$ cat src/rtl/spi_fifo_irq.sv
module spi_fifo_irq #(
  parameter int CNT_W = 10
) (
  input  logic             clk,
  input  logic             rst_n,
  input  logic [CNT_W-1:0] rx_avail,
  input  logic [CNT_W-1:0] rx_size,
  input  logic [CNT_W-1:0] rx_wmark,
  input  logic [CNT_W-1:0] tx_held,
  input  logic [CNT_W-1:0] tx_size,
  input  logic [CNT_W-1:0] tx_wmark,
  input  logic             rx_mode_err,
  input  logic             rx_ovf,
  input  logic             tx_udf,
  input  logic             clr_we,
  input  logic [5:0]       clr_data,
  input  logic             en_we,
  input  logic [5:0]       en_data,
  input  logic             test_we,
  input  logic [5:0]       test_data,
  output logic [5:0]       state_o,
  output logic [5:0]       enable_o,
  output logic [5:0]       irq_o
);
  localparam int EW = CNT_W + 1;
  localparam logic [EW-1:0] WORD_MASK = {{(EW-2){1'b1}}, 2'b00};

  logic [EW-1:0] rx_wm_up, tx_wm_up;
  logic          full_c, rx_ge_c, tx_lt_c;
  logic [2:0]    hist;
  logic [5:0]    set_vec, clr_vec;

  assign rx_wm_up = ({1'b0, rx_wmark} + EW'(3)) & WORD_MASK;
  assign tx_wm_up = ({1'b0, tx_wmark} + EW'(3)) & WORD_MASK;

  assign full_c  = (rx_avail == rx_size);
  assign rx_ge_c = (rx_wmark != '0) && (rx_wm_up <= {1'b0, rx_size})
                   && ({1'b0, rx_avail} >= rx_wm_up);
  assign tx_lt_c = (tx_wmark != '0) && (tx_wmark <= tx_size)
                   && ({1'b0, tx_held} < tx_wm_up);

  assign set_vec = {tx_udf, rx_ovf, rx_mode_err,
                    tx_lt_c & ~hist[2], rx_ge_c & ~hist[1], full_c & ~hist[0]}
                   | (test_we ? test_data : 6'b0);
  assign clr_vec = clr_we ? clr_data : 6'b0;

  always_ff @(posedge clk or negedge rst_n) begin
    if (!rst_n) begin
      hist     <= '0;
      state_o  <= '0;
      enable_o <= '0;
    end else begin
      hist    <= {tx_lt_c, rx_ge_c, full_c};
      state_o <= (state_o & ~clr_vec) | set_vec;
      if (en_we) enable_o <= en_data;
    end
  end

  assign irq_o = state_o & enable_o;
endmodule

$ cat config.mk
export PLATFORM = sky130hd
export DESIGN_NAME = spi_fifo_irq
export DESIGN_NICKNAME = d
export VERILOG_FILES = /design/src/rtl/spi_fifo_irq.sv
export SDC_FILE = /design/constraint.sdc
export NUM_CORES = 1
export LEC_CHECK = 0
export BUFFER_PORTS_ARGS = -buffer_cell sky130_fd_sc_hd__buf_4
export CELL_PAD_IN_SITES_DETAIL_PLACEMENT = 0
export CELL_PAD_IN_SITES_GLOBAL_PLACEMENT = 2
export CORE_MARGIN = 2
export CORE_UTILIZATION = 21
export DETAILED_ROUTE_END_ITERATION = 10
export PLACE_DENSITY = 0.84
export SLEW_MARGIN = 20
export SYNTH_ARGS = -nofsm -noshare
export SYNTH_HDL_FRONTEND = slang
export SYNTH_SLANG_ARGS = --single-unit
$ cat constraint.sdc
create_clock -name clk -period 0.8 [get_ports clk]
set_input_delay 0 -clock clk [delete_from_list [all_inputs] [get_ports clk]]
set_output_delay 0 -clock clk [all_outputs]
set_load 0.01 [all_outputs]
* Word level (Yosys, flattened, before mapping)
Index checks and enable logic that the tools add are counted.
W data, S select, Z words.
** Word-level totals
- Bits in registers :: 15
- Input port bits :: 86
- Output and inout port bits :: 18
- Word-level logic and storage cells :: 29
** Operators by class
- $add $sub $neg :: 2
- $lt $le $gt $ge :: 4
- Eq/ne operators :: 1
- Muxes and demuxes :: 2
- Bitwise logic cells :: 11
- Reduce and logical (&&, ||, !) cells :: 6
** Operator list (count)
- $add A10 B2 Y11 const B :: 2
- $reduce_bool A10 Y1 :: 2
- $and A6 B6 Y6 :: 2
- $mux W6 :: 2
- $or A6 B6 Y6 :: 2
- $ge A10 B11 Y1 :: 1
- $le A11 B10 Y1 :: 1
- $lt A10 B11 Y1 :: 1
- $eq A10 B10 Y1 :: 1
- $le A10 B10 Y1 :: 1
- $not A6 Y6 :: 1
- $logic_and A1 B1 Y1 :: 4
- $and A1 B1 Y1 :: 3
- $not A1 Y1 :: 3

* Logic depth before layout (Yosys ltp)
- Depth in word-level cells :: 7
- Gate-level depth with buffers :: 13
- Depth with buffers taken out :: 12

* Least setup slack after synthesis
No wires, ideal clock.
- Path type :: input to register
- Start point :: input port rx_wmark[6]
- End point :: register state_o[1]
- Library setup time :: 0.095 ns
- Data arrival time :: 1.885 ns
- Required time :: 0.705 ns
- Setup slack :: -1.180 ns
- Stages on the path :: 13
- Buffers on the path :: 1
- Cells stage by stage :: buf_2 > and3_1 > and2_4 > nand2_1 > xnor2_1 > inv_1 > ha_1 > nand2_1 > a21oi_1 > nand3_1 > a211oi_1 > a21bo_2 > o31ai_1
** On the way
- Cells in the longest elaborated chain, start to end :: 7
** Ends and longest elaborated chain
- start: declaration :: RTL line 8 : input logic [CNT_W-1:0] rx_wmark,
- $add A10 B2 Y11 :: RTL line 33 : assign rx_wm_up = ({1'b0, rx_wmark} + EW'(3)) & WORD_MASK;
- $le A11 B10 Y1 :: RTL line 37 : assign rx_ge_c = (rx_wmark != '0) && (rx_wm_up <= {1'b0, rx_size})
- $logic_and A1 B1 Y1 :: RTL line 37
- $logic_and A1 B1 Y1 (*) :: RTL line 38 : && ({1'b0, rx_avail} >= rx_wm_up);
- $and A1 B1 Y1 (*) :: RTL line 43 : tx_lt_c & ~hist[2], rx_ge_c & ~hist[1], full_c & ~hist[0]}
- $or A6 B6 Y6 (*) :: RTL line 44 : | (test_we ? test_data : 6'b0);
- $or A6 B6 Y6 (*) :: RTL line 54 : state_o <= (state_o & ~clr_vec) | set_vec;
- end signal: assignment :: RTL line 54
- end: declaration :: RTL line 21 : output logic [5:0] state_o,
Mark *: on every way between the ends. The rest lies on a longest branch, timed or not.
A chain may end at the register's enable or synchronous reset.

* Final worst setup path
- Start point :: input port rx_wmark[1]
- End point :: register state_o[1]
Same word-level chain as after synthesis.

==> metrics <==
fillers 825; Hold Vio Cnt, Final 2; Yosys top cell by area dfrtp_1; CP endpoint kind register; largest net degree at the start of global routing 16; worst min path class input port to register; Clock Pin Slew Worst Setup and Hold Paths 60 ps; DRC 0; setup ws final -1030 ps; Netlist cell types 44; die extent in x 96.60 µm; clk sinks 15; fin crit share 228.8%; clk_skew 0.06900 ps; critical path type input port to register; LEAKAGE 0.001841 µW; cell family with most CP delay compound AO/OA/AOI/OAI gates; IO Pins 104; Final min period 1830 ps; Post-synth EDFFs 0; relative slew slack 68.21%; Critical Path Slowest Stage Cell a222oi_1; CTS Root Cell clkbuf_8; Synth async-reset ratio 100.0%; Post-Synthesis Cell Area 1800 µm²; Most used DFF post-synth dfrtp_1; Place WS -1309 ps; via count 2130; synthesized area per cell 8.615 µm²; failing checks negative hold slack, negative setup slack; most frequent cells in the layout buf_4, buf_6, ha_1; mean number of vias per cell 4.347; crit path max fanout 4; Peak Freq 546.4 MHz; Post-Layout Inst Area 3667 µm²; GRT Util Overall 12.05%; synthesis warning total 0; vias in the first global route 2122; clk_lat worst skew 240 ps; flops & latches, synth 15; # nets final 500; endpoints failing setup 22; Die Y 96.60 µm; H-Tree Depth 1; Hold Slack -30.23 ps; Worst EP arrival 1940 ps; final WL 5.928 mm; Synth top area share 20.85%; commonest non-fill, non-tap cell in the layout buf_4; P&R area growth vs syn 103.7%; Worst-Margin Slew 470.7 ps; share of cells above drive strength 1 54.55%; status finished, violations left; Inserted Clock Buffers 3; VDD IR max 470.7 µV; Synth Net Count 323; DP Area 3164 µm²; global route overflow 0; Max Slew Vio Count 0; Initial Util 21.80%; RSZ-0062 raised after global routing yes; post-DP HPWL 4.917 mm; diode count 0; max cap viols 0; CTS tree yes; worst path required time 910 ps; Final ANT Viol Nets 0; Iteration-0 DRC Markers 42; crit path launch type input port; worst path cell trace buf_8 > o211a_4 > and2_4 > nand2_4 > xnor2_2 > buf_4 > ha_4 > inv_1 > o31a_1 > a222oi_1 > o31ai_1; Initial DRT Pass Iterations 4; first-pass GRT wire length 8.949 mm; routed length per instance 12.10 µm; die area 9331 µm²; clk buf depth 2; number of port buffers 101; Synth area leaders dfrtp_1, ha_1, xnor2_1; Power Density 951.6 nW/µm²; Core Box Area 8258 µm²; row cnt 33; Mapped Cells 209; buffer and inverter count on the worst path 3; RD Place Congestion 0.8225; sequential share of the synthesized area 20.85%; Crit path largest cell delay 420 ps; initial antenna violation count 0
## worst reg2reg max path: cells and delay by family, from the launching register on
kind / cells / cell delay (ps)
compound gates: 2 / 400
flops: 1 / 390
## routing by layer
metal	global-route usage, %	vias up	routed length [µm]
met5	0	-	0
met4	2.934	0	63
met3	1.474	4	347
met2	22.05	58	2943
met1	14.97	958	2573
li1	-	1110	-
## final timing paths
check                             from    endpoint  slack (ps)  cells past startpoint
max                        rx_wmark[1]  state_o[1]       -1030                     11
min                        rx_mode_err  state_o[3]         -30                      2
max reg2reg                 state_o[0]  state_o[0]        -100                      2
min reg2reg                    hist[2]  state_o[2]         430                      1
max in group asynchronous        rst_n  state_o[4]         460                      2
min in group asynchronous        rst_n  state_o[1]         170                      2
## final cells by class
| type | count | area [µm²] | share of cell area [%] |
|---|---|---|---|
| Sequential cell | 15 | 375.4 | 10.24 |
| Multi-Input combinational cell | 168 | 1555 | 42.41 |
| Inverter | 24 | 90.09 | 2.456 |
| Clock buffer | 4 | 45.04 | 1.228 |
| Tap cell | 105 | 131.4 | 3.582 |
| Timing Repair Buffer | 174 | 1470 | 40.09 |
## state kept, by name (all words and copies together), names as in the netlist
| name | flops |
|---|---|
| hist | 3 |
| enable_o | 6 |
| state_o | 6 |
## cell families after synthesis
family                   share of synthesized area [%]
adder cells (fa/ha/maj)                          19.46
flip-flops                                       20.85
multiplexers                                     3.752
AND/OR/NAND/NOR                                  17.16
XOR/XNOR                                         14.87
AO/OA/AOI/OAI                                    18.42
buffers and inverters                            5.490
## through the flow
step	power, µW	util [%]	TNS [ps]	instances
floorplan	1573	-	-3875	209
detailed placement	2551	38.32	-5964	472
global placement	2528	38.32	-5637	472
global route	3784	44.41	-6490	490
finish	3490	44.41	-5410	490
CTS	3418	42.67	-5310	488
## Yosys cell counts, types with 3 or more instances
master / count
ha_1: 28
inv_1: 24
nand2_1: 18
xnor2_1: 18
dfrtp_1: 15
a21oi_1: 11
xor2_1: 10
and2_1: 7
mux2_2: 6
nor2_1: 6
o21ai_0: 5
a221o_1: 4
nand3_1: 4
nand4_1: 4
nor2b_1: 4
nor4_1: 4
a21o_1: 3
nor3_1: 3
or4_1: 3
## power by group
part | switching, µW | internal, µW
logic | 760 | 1240
registers | 63.6 | 838
clock network | 235 | 351
## timing repair
action                     CTS  global route
hold endpoints to repair    24             3
pin swaps                   15            11
hold buffers                 7             1
setup buffers                5             1
setup endpoints to repair   17            30
gates resized for setup     47            25
(Power assumes the default switching activity.)
